--- config.mk ---
export PLATFORM = sky130hd
export DESIGN_NAME = flash_cmd_seq
export DESIGN_NICKNAME = d
export VERILOG_FILES = /design/src/rtl/fcs_pkg.sv /design/src/rtl/fcs_addr_map.sv /design/src/rtl/fcs_seq.sv /design/src/rtl/fcs_array.sv /design/src/rtl/flash_cmd_seq.sv
export SDC_FILE = /design/constraint.sdc
export NUM_CORES = 2
export LEC_CHECK = 0
export ABC_AREA = 1
export BUFFER_PORTS_ARGS = -buffer_cell sky130_fd_sc_hd__buf_4
export CAP_MARGIN = 40
export CELL_PAD_IN_SITES_DETAIL_PLACEMENT = 0
export CELL_PAD_IN_SITES_GLOBAL_PLACEMENT = 2
export CORE_MARGIN = 1
export CORE_UTILIZATION = 30
export DETAILED_ROUTE_END_ITERATION = 7
export PLACE_DENSITY = 0.66
export SETUP_SLACK_MARGIN = 0.3
export SYNTH_ARGS = -nofsm -noshare
export SYNTH_HDL_FRONTEND = slang
export SYNTH_SLANG_ARGS = --single-unit
--- constraint.sdc ---
create_clock -name clk -period 20.7 [get_ports clk]
set_clock_uncertainty 0.15 [all_clocks]
set_input_delay 3.105 -clock clk [delete_from_list [all_inputs] [get_ports clk]]
set_output_delay 3.105 -clock clk [all_outputs]
set_load 0.01 [all_outputs]
--- src/rtl/fcs_pkg.sv ---
package fcs_pkg;
  localparam logic [1:0] SEL_PAGE = 2'd0;
  localparam logic [1:0] SEL_BSEL = 2'd1;
  localparam logic [1:0] SEL_CMD  = 2'd2;
  localparam logic [1:0] SEL_STAT = 2'd3;

  localparam int STAT_GO  = 7;
  localparam int STAT_CLR = 4;

  localparam logic [7:0] CODE_PROG = 8'h20;
  localparam logic [7:0] CODE_SERA = 8'h40;
  localparam logic [7:0] CODE_MERA = 8'h41;

  typedef enum logic [1:0] {OP_PROG, OP_SERA, OP_MERA} op_e;
  typedef enum logic [1:0] {ST_IDLE, ST_WCMD, ST_WGO, ST_RUN} seq_st_e;
endpackage

--- src/rtl/fcs_addr_map.sv ---
module fcs_addr_map #(
  parameter int BLK_W = 2,
  localparam int PG_W = BLK_W + 2,
  localparam int WA_W = 15
) (
  input  logic [15:0]      addr,
  input  logic [PG_W-1:0]  page,
  output logic             in_flash,
  output logic [BLK_W-1:0] blk,
  output logic [WA_W-1:0]  waddr
);
  logic [PG_W-1:0] eff;
  logic unused_lsb;
  assign unused_lsb = addr[0];

  always_comb begin
    case (addr[15:14])
      2'b01:   eff = {{(PG_W-1){1'b1}}, 1'b0};
      2'b11:   eff = {PG_W{1'b1}};
      default: eff = page;
    endcase
    in_flash = (addr[15:14] != 2'b00);
    blk      = ~eff[PG_W-1 -: BLK_W];
    waddr    = {eff[1:0], addr[13:1]};
  end
endmodule

--- src/rtl/fcs_seq.sv ---
module fcs_seq
  import fcs_pkg::*;
#(
  parameter int BLK_W = 2,
  parameter int DW    = 16,
  localparam int PG_W = BLK_W + 2,
  localparam int WA_W = 15
) (
  input  logic             clk,
  input  logic             rst,
  input  logic             bus_wr,
  input  logic             bus_rd,
  input  logic             in_flash,
  input  logic [BLK_W-1:0] blk,
  input  logic [WA_W-1:0]  waddr,
  input  logic [DW-1:0]    wdata,
  input  logic             reg_wr,
  input  logic [1:0]       reg_sel,
  input  logic [7:0]       reg_wdata,
  input  logic             done,
  output logic [PG_W-1:0]  page_q,
  output logic             go,
  output op_e              op_q,
  output logic [BLK_W-1:0] c_blk,
  output logic [WA_W-1:0]  c_wa,
  output logic [DW-1:0]    c_dat,
  output logic             cbe_q,
  output logic             ccf_q,
  output logic             acc_q
);
  seq_st_e          st;
  logic [BLK_W-1:0] bsel_q;
  op_e  op_dec;
  logic code_ok, tgt_rd, arr_touch, cmd_ok, go_ok, step_ok, abort;

  always_comb begin
    code_ok = 1'b1;
    op_dec  = OP_PROG;
    case (reg_wdata)
      CODE_PROG: op_dec = OP_PROG;
      CODE_SERA: op_dec = OP_SERA;
      CODE_MERA: op_dec = OP_MERA;
      default:   code_ok = 1'b0;
    endcase
    tgt_rd    = bus_rd && in_flash && (blk == c_blk);
    arr_touch = (bus_wr && in_flash) || tgt_rd;
    cmd_ok    = reg_wr && (reg_sel == SEL_CMD) && code_ok;
    go_ok     = reg_wr && (reg_sel == SEL_STAT) && reg_wdata[STAT_GO];
    step_ok   = (st == ST_WCMD) ? cmd_ok : go_ok;
    abort     = ((st == ST_WCMD) || (st == ST_WGO)) && !step_ok && (reg_wr || arr_touch);
  end

  assign go = (st == ST_WGO) && go_ok;

  always_ff @(posedge clk) begin
    if (rst) begin
      st     <= ST_IDLE;
      page_q <= '0;
      bsel_q <= '0;
      acc_q  <= 1'b0;
      cbe_q  <= 1'b1;
      ccf_q  <= 1'b1;
      op_q   <= OP_PROG;
      c_blk  <= '0;
      c_wa   <= '0;
      c_dat  <= '0;
    end else begin
      case (st)
        ST_IDLE, ST_RUN: begin
          if (reg_wr) begin
            case (reg_sel)
              SEL_PAGE: page_q <= reg_wdata[PG_W-1:0];
              SEL_BSEL: bsel_q <= reg_wdata[BLK_W-1:0];
              SEL_CMD:  acc_q  <= 1'b1;
              default: begin
                if (reg_wdata[STAT_GO])       acc_q <= 1'b1;
                else if (reg_wdata[STAT_CLR]) acc_q <= 1'b0;
              end
            endcase
          end else if ((st == ST_IDLE) && bus_wr && in_flash && !acc_q) begin
            if (blk != bsel_q) begin
              acc_q <= 1'b1;
            end else begin
              c_blk <= blk;
              c_wa  <= waddr;
              c_dat <= wdata;
              st    <= ST_WCMD;
            end
          end
          if ((st == ST_RUN) && done) begin
            st    <= ST_IDLE;
            cbe_q <= 1'b1;
            ccf_q <= 1'b1;
          end
        end
        default: begin
          if (abort) begin
            acc_q <= 1'b1;
            st    <= ST_IDLE;
          end else if (step_ok) begin
            if (st == ST_WCMD) begin
              op_q <= op_dec;
              st   <= ST_WGO;
            end else begin
              st    <= ST_RUN;
              cbe_q <= 1'b0;
              ccf_q <= 1'b0;
            end
          end
        end
      endcase
    end
  end
endmodule

--- src/rtl/fcs_array.sv ---
module fcs_array
  import fcs_pkg::*;
#(
  parameter int BLK_W    = 2,
  parameter int DW       = 16,
  parameter int SEC_LSB  = 8,
  parameter int KEEP_SEC = 2,
  parameter int KEEP_OFF = 3,
  parameter int BUSY_CYC = 40,
  localparam int WA_W  = 15,
  localparam int ENT_W = KEEP_SEC + KEEP_OFF,
  localparam int ENT   = 1 << ENT_W,
  localparam int IDX_W = BLK_W + ENT_W,
  localparam int DEPTH = 1 << IDX_W,
  localparam int RUN   = (BUSY_CYC > ENT) ? BUSY_CYC : ENT,
  localparam int CW    = $clog2(RUN + 1)
) (
  input  logic             clk,
  input  logic             rst,
  input  logic             go,
  input  op_e              op,
  input  logic [BLK_W-1:0] blk,
  input  logic [WA_W-1:0]  waddr,
  input  logic [DW-1:0]    wdata,
  input  logic [BLK_W-1:0] rd_blk,
  input  logic [WA_W-1:0]  rd_waddr,
  output logic             done,
  output logic [DW-1:0]    rd_data
);
  localparam logic [CW-1:0] ENT_C  = CW'(ENT);
  localparam logic [CW-1:0] LAST_C = CW'(RUN - 1);

  logic [DW-1:0]       mem [DEPTH];
  logic [DW-1:0]       rdq, wdat, dat_q;
  logic                busy, rd_ones, we, in_walk;
  logic [CW-1:0]       el;
  op_e                 op_q;
  logic [BLK_W-1:0]    blk_q;
  logic [KEEP_SEC-1:0] sec_q;
  logic [KEEP_OFF-1:0] off_q;
  logic [ENT_W-1:0]    ent;
  logic [IDX_W-1:0]    widx, ridx, pidx;
  logic unused_wa;
  assign unused_wa = ^{waddr, rd_waddr};

  initial begin
    for (int i = 0; i < DEPTH; i++) mem[i] = '1;
  end

  always_comb begin
    ent     = el[ENT_W-1:0];
    in_walk = busy && (el < ENT_C);
    pidx    = {blk_q, sec_q, off_q};
    widx    = {blk_q, ent};
    wdat    = '1;
    we      = 1'b0;
    case (op_q)
      OP_PROG: begin
        widx = pidx;
        wdat = rdq & dat_q;
        we   = busy && (el == CW'(1));
      end
      OP_SERA: we = in_walk && (ent[ENT_W-1 -: KEEP_SEC] == sec_q);
      default: we = in_walk;
    endcase
    ridx = busy ? pidx : {rd_blk, rd_waddr[SEC_LSB +: KEEP_SEC], rd_waddr[0 +: KEEP_OFF]};
    done = busy && (el == LAST_C);
  end

  always_ff @(posedge clk) begin
    if (we) mem[widx] <= wdat;
    rdq <= mem[ridx];
  end

  always_ff @(posedge clk) begin
    if (rst) begin
      busy    <= 1'b0;
      el      <= '0;
      rd_ones <= 1'b0;
      op_q    <= OP_PROG;
      blk_q   <= '0;
      sec_q   <= '0;
      off_q   <= '0;
      dat_q   <= '0;
    end else begin
      rd_ones <= busy;
      if (go) begin
        busy  <= 1'b1;
        el    <= '0;
        op_q  <= op;
        blk_q <= blk;
        sec_q <= waddr[SEC_LSB +: KEEP_SEC];
        off_q <= waddr[0 +: KEEP_OFF];
        dat_q <= wdata;
      end else if (busy) begin
        el <= el + CW'(1);
        if (done) busy <= 1'b0;
      end
    end
  end

  assign rd_data = rd_ones ? {DW{1'b1}} : rdq;
endmodule

--- src/rtl/flash_cmd_seq.sv ---
module flash_cmd_seq #(
  parameter int BLK_W    = 2,
  parameter int DATA_W   = 16,
  parameter int SEC_LSB  = 8,
  parameter int KEEP_SEC = 2,
  parameter int KEEP_OFF = 3,
  parameter int BUSY_CYC = 40
) (
  input  logic              clk,
  input  logic              rst,
  input  logic              bus_wr,
  input  logic              bus_rd,
  input  logic [15:0]       bus_addr,
  input  logic [DATA_W-1:0] bus_wdata,
  input  logic              reg_wr,
  input  logic [1:0]        reg_sel,
  input  logic [7:0]        reg_wdata,
  output logic [DATA_W-1:0] rd_data,
  output logic              buf_empty,
  output logic              op_done,
  output logic              acc_err
);
  import fcs_pkg::*;
  localparam int PG_W = BLK_W + 2;
  localparam int WA_W = 15;

  logic [PG_W-1:0]  page_q;
  logic             in_flash, go, done;
  logic [BLK_W-1:0] blk, c_blk;
  logic [WA_W-1:0]  waddr, c_wa;
  logic [DATA_W-1:0] c_dat;
  op_e              op_q;

  fcs_addr_map #(.BLK_W(BLK_W)) u_map (
    .addr(bus_addr), .page(page_q), .in_flash(in_flash), .blk(blk), .waddr(waddr)
  );

  fcs_seq #(.BLK_W(BLK_W), .DW(DATA_W)) u_seq (
    .clk(clk), .rst(rst), .bus_wr(bus_wr), .bus_rd(bus_rd), .in_flash(in_flash),
    .blk(blk), .waddr(waddr), .wdata(bus_wdata), .reg_wr(reg_wr), .reg_sel(reg_sel),
    .reg_wdata(reg_wdata), .done(done), .page_q(page_q), .go(go), .op_q(op_q),
    .c_blk(c_blk), .c_wa(c_wa), .c_dat(c_dat), .cbe_q(buf_empty), .ccf_q(op_done),
    .acc_q(acc_err)
  );

  fcs_array #(
    .BLK_W(BLK_W), .DW(DATA_W), .SEC_LSB(SEC_LSB), .KEEP_SEC(KEEP_SEC),
    .KEEP_OFF(KEEP_OFF), .BUSY_CYC(BUSY_CYC)
  ) u_arr (
    .clk(clk), .rst(rst), .go(go), .op(op_q), .blk(c_blk), .waddr(c_wa), .wdata(c_dat),
    .rd_blk(blk), .rd_waddr(waddr), .done(done), .rd_data(rd_data)
  );
endmodule

=== Word-level counts from Yosys, hierarchy flattened ===
Memories as Yosys holds them, arrays and structs flattened. A register that Yosys moved wholly into a read port is not among the register bits.
Cells that the tools add are included.

* Bits in registers: 73
* Word-level logic and storage cells: 129
* Memories: 1
* Output and inout bits: 19
* Input bits: 47
* RAM bits: 2,048

* Reductions and logical operators: 41
* Muxes and demuxes: 35
* Equality and inequality tests: 27
* $add $sub $neg: 1
* Bitwise gates (word level): 6
* $lt $le $gt $ge: 1

{| class="wikitable"
|+ Memories
! memory !! depth !! bits a word !! rd ports !! clocked after memory_dff !! wr ports !! line !! RTL
|-
| u_arr.mem || 128 || 16 || 1 || 1 || 1 || fcs_array.sv:33 || <nowiki>logic [DW-1:0] mem [DEPTH];</nowiki>
|}

{| class="wikitable"
|+ Operators with widths
! cell !! count
|-
| 16-bit 2-to-1 mux || 2
|-
| 1-bit 2-to-1 mux || 20
|-
| 1-bit logical AND || 18
|-
| 16-bit bitwise AND || 1
|-
| 8-bit by 7-bit == test with 1-bit output, second input constant || 2
|-
| 4-bit AND reduction || 4
|-
| 2-bit 2-to-1 mux || 7
|-
| 2-bit == test, second input constant || 5
|-
| 3-bit by 2-bit != test with 1-bit output, second input constant || 3
|-
| 2-bit by 1-bit == test with 1-bit output, second input constant || 4
|-
| 8-bit by 6-bit == test with 1-bit output, second input constant || 1
|-
| 4-bit case mux with 2 select lines || 1
|-
| 7-bit 2-to-1 mux || 1
|-
| 6-bit by 1-bit adder with 6-bit output, second input constant || 1
|-
| 6-bit by 1-bit == test with 1-bit output, second input constant || 1
|-
| 6-bit == test, second input constant || 1
|-
| 2-bit zero test || 3
|-
| 6-bit < comparator, second input constant || 1
|-
| 3-bit != test, second input constant || 2
|-
| 3-bit AND reduction || 2
|-
| 2-bit nonzero test || 3
|-
| 2-bit OR reduction || 3
|-
| 5-bit 2-to-1 mux || 1
|-
| 5-bit by 4-bit != test with 1-bit output, second input constant || 1
|-
| 14 further kinds || 23
|}

=== Longest topological paths before layout ===
* Depth after elaboration: 10
* Mapped depth: 15
* Depth with buffers taken out: 12

=== Modules after synthesis ===
Synthesis repeated with hierarchy kept, for this count alone.

* Cells, all modules: 7,366
* Area total of the unflattened synthesis: 86,698.2 µm²

{| class="wikitable"
|+ Modules (own cells, without submodules)
! module !! instances !! area each (µm²) !! seq. area each (µm²) !! cells an instance
|-
| fcs_array || 1 || 84,542.3 || 62,479.9 || 7,069
|-
| fcs_seq || 1 || 2,023.2 || 900.9 || 276
|-
| fcs_addr_map || 1 || 132.6 || 0.0 || 21
|}

=== Worst setup path after synthesis ===
OpenSTA, ideal clock, no wires.

* Path kind: reg2reg
* From: register u_arr.dat_q[15]
* To: memory u_arr.mem[0][15] (data pin)
* Setup slack: 14.027 ns
* Arrival time: 5.326 ns
* Cell stages (with the launch flop): 3
* Clock period less this slack: 6.673 ns
* Data required time: 19.353 ns
* Path buffers: 0
* Setup time: 1.197 ns
* Cells stage by stage: dfxtp_1 inv_1 o21ai_0

* Cells in the longest elaborated chain, start to end: 2

{| class="wikitable"
|+ RTL lines
! what !! line !! RTL
|-
| start: declaration || fcs_array.sv:34 || <nowiki>logic [DW-1:0] rdq, wdat, dat_q;</nowiki>
|-
| start signal: assignment || fcs_array.sv:94 || <nowiki>dat_q <= wdata;</nowiki>
|-
| 16-bit bitwise AND || fcs_array.sv:60 || <nowiki>wdat = rdq & dat_q;</nowiki>
|-
| 16-bit 2-to-1 mux || fcs_array.sv:57 || <nowiki>case (op_q)</nowiki>
|-
| net u_arr.wdat[15] || fcs_array.sv:34 ||
|-
| end: declaration || fcs_array.sv:33 ||
|}

The timed path passes the listed nets, and every way through them passes these cells.

=== Final worst setup path ===
* From: input bus_addr[1]
* To: register u_arr.rdq[11], read port of u_arr.mem

* Cells in the longest elaborated chain, start to end: 1

{| class="wikitable"
|+ RTL lines
! what !! line !! RTL
|-
| start: declaration || flash_cmd_seq.sv:13 || <nowiki>input logic [15:0] bus_addr,</nowiki>
|-
| 7-bit 2-to-1 mux || fcs_array.sv:66 || <nowiki>ridx = busy ? pidx : {rd_blk, rd_waddr[SEC_LSB +: KEEP_SEC], rd_waddr[0 +: KEEP_OFF]};</nowiki>
|-
| end: declaration || fcs_array.sv:34 ||
|}

Every way passes these cells.
A chain may end at the register's enable or synchronous reset.

==> metrics.yaml <==
synthesis:
  ys_seq_area_frac: 0.7312
  ys.flop_type: "edfxtp_1"
  syn_avg_cell_area_um2: 11.88
  synth_edf_count: 2048
  syn-instance-count: 7269
  yosys.area_share.simple: 0.2256
  synthXorXnorAreaFrac: 0.0003043
  post-synth-top-count-cell: "nand3_1"
  ys_types: 33
  yosys.area.top_type: "edfxtp_1"
  syn-num-nets: 7322
  synth_compound_area_frac: 0.008085
  yosys.area.top_type_share: 0.7122
  synth_top_family_by_area: "simple AND/OR/NAND/NOR gates"
  synthArstFlopShare: 0
  mappedNetlistArea_mm2: 0.08635
  ys_ff_latch: 2130
  synthAdderAreaFrac: 0.0008694
  synthTopCellsByArea: "edfxtp_1 71%, nand3_1 13%, nand2_1 8.4%"
  ys_warn_count: 0
  synth_mux_area_frac: 0
  synth_top_cells_by_count: "2248 x nand3_1, 2048 x edfxtp_1, 1935 x nand2_1, 342 x buf_2, 193 x nor2_1"
route:
  ant_nets: 0
  via_count: 56500
  wl_per_cell_um: 23.87
  drt-met1-wl_mm: 121.5
  firstDrtPassIters: 6
  wl_met2_mm: 126.1
  topRoutingLayerUsed: "met4"
  drcViolationCount: 0
  drt-initial-drc-count: 5244
  wl_met3_mm: 14.86
  drt_wl_total_mm: 269.3
  viasPerCell: 5.007
worst_hold_path:
  min_from: "u_seq.page_q[2]"
  hold_class: "register to register"
timing:
  setup_viol: 0
  setup_tns_ps: 0
  hold_ws_ps: 319.4
  rsz0062_at_grt: "no"
  finalMaxSlewViolations: 31
  min_period_over_period: 0.3506
  max_slew_margin: -0.01117
  max_freq_mhz: 137.8
  min_period_ps: 7258
  hold_violations: 0
  worst_slew_pin_slew_ps: 1517
clocking:
  post-cts-setup-buffers: 0
  cts_buffers: 226
  hold_buffers: 0
  cts_sinks: 2130
  cts_tree: "yes"
  h-tree-depth: 4
  insertion_delay_ps: 870
  root_buffer: "clkbuf_16"
  path_clk_slew_ps: 60
  cts_buffer_depth: 3
  cts_resized: 0
cells_and_area:
  nFillCells: 27840
  drive_gt1_frac: 0.09416
  nets: 7373
  area_growth_pct: 14.66
  seq_area_mm2: 0.06314
  multi_input_area_mm2: 0.02065
  utilization: 0.3466
grt:
  grt_max_degree: 188
  grt_overflow_total: 0
  grt_pass1_wl_mm: 386.7
  gr-usage-all-layers: 0.1810
  grt_pass1_vias: 53680
  antenna_found_initial: 8
floorplanning:
  io_pins: 66
  fp.dieW_um: 538.5
  fp.coreArea_mm2: 0.2857
  start_util: 0.3022
  rows: 196
  die_h_um: 538.5
  dieArea_mm2: 0.2900
place:
  port_buffers: 56
  gp_congestion: 0.7901
  place_hpwl_mm: 144.0
worst_setup_path:
  crit_start: "bus_addr[1]"
  r2r_setup_slack_ps: 14660
  critical_path.max_fanout: 101
  crit_arrival_ps: 7920
  worst_ep_required_time_ps: 21360
  worst-setup-path-type: "input port to register"
  start_kind: "input port"
  endpoint_kind: "register"
  r2r_start: "u_arr.busy"
outcome:
  outcome: "finished, violations left"
  violations: "max-slew violations"
power_and_ir_drop:
  peakVddDrop_mv: 0.09258
  p_leak_nw: 34.76
  power.density_mw_per_mm2: 91.82
job:
  timing.max_cap.violations: 0
[placed cells by master, fill, tap and decap left out, drive strengths merged]
| cell | n |
|---|---|
| nand3 | 2248 |
| dfxtp | 82 |
| o41ai | 1 |
| clkbuf | 281 |
| clkinv | 123 |
| and3 | 1 |
| a211oi | 6 |
| edfxtp | 2048 |
| diode | 2 |
| buf | 318 |
| a21o | 1 |
| clkinvlp | 5 |
| nor3 | 24 |
| inv | 96 |
| ha | 6 |
| o21a | 1 |
| bufinv | 13 |
| o31ai | 1 |
| or2 | 1 |
| nand4 | 3 |
| o211ai | 1 |
| nor2 | 193 |
| xor2 | 3 |
| nand2 | 1945 |
| o22ai | 3 |
| and2 | 1 |
| nor3b | 1 |
| a21oi | 38 |
| o21ai | 75 |
[routing by layer]
metal | GRT usage | vias up
met2 | 0.2896 | 1584
met3 | 0.02514 | 353
met4 | 0.05255 | 0
met1 | 0.2547 | 28420
li1 | - | 26140
met5 | 0 | -
[metrics by stage]
stage / total power [mW] / worst slack, ps / instance area [um^2] / cells
6_report: 9.091 / 13440 / 99010 / 11280
5_1_grt: 9.381 / 13220 / 99010 / 11280
4_1_cts: 9.181 / 13490 / 99010 / 11280
3_5_place_dp: 5.262 / 12550 / 91880 / 10850
3_3_place_gp: 5.257 / 12010 / 91110 / 10820
2_1_floorplan: 5.063 / 14030 / 86350 / 7269
[layout make-up]
cell class | instances | area share
Sequential cell | 2130 | 0.6377
Multi-Input combinational cell | 4553 | 0.2086
Clock buffer | 281 | 0.06097
Tap cell | 3762 | 0.04754
Timing Repair Buffer | 318 | 0.03049
Clock inverter | 146 | 0.01103
Inverter | 91 | 0.003576
Antenna cell | 2 | 0.00005055
[flip-flops by register name, indices dropped and copies added (netlist names), 3 cells and up]
register / flops
u_seq.c_dat: 16
u_arr.off_q: 3
u_arr.rdq: 16
u_seq.c_wa: 5
u_arr.el: 6
u_arr.dat_q: 16
u_arr.mem: 2048
[where the power goes]
group / leakage, nW / internal, mW / switching, mW
Sequential: 19.6 / 4.66 / 0.00984
Combinational: 11.6 / 0.135 / 0.366
Clock: 3.52 / 2.22 / 1.70
Total: 34.8 / 7.01 / 2.08
[logic make-up (layout without fill, tap and decap cells)]
kind of cell	count (synthesis)	count (layout)
AOI/OAI and AO/OA	127	127
DFF	2130	2130
other	0	2
adders and majority gates	6	6
and+or+nand+nor	4417	4417
xor gates and xnor gates	3	3
buffers and inverters	586	836
[final timing paths]
check / end / cells after the start
setup reg to reg: u_arr.rdq[11] / 15
hold reg to reg: u_seq.page_q[2] / 2
setup / recovery: u_arr.rdq[11] / 14
hold / removal: u_seq.page_q[2] / 2
[critical path, stage by stage]
cell     delay (ps)
buf_4           130
nand2_8         290
nand2_8         680
buf_4           790
buf_4           770
buf_4           630
nand2_1         100
nand3_1         110
nand3_1          90
nand3_1         170
nand3_1         150
nand3_1         390
nand3_1         140
nand2_1          90
Power figures use the tool's default switching activity.
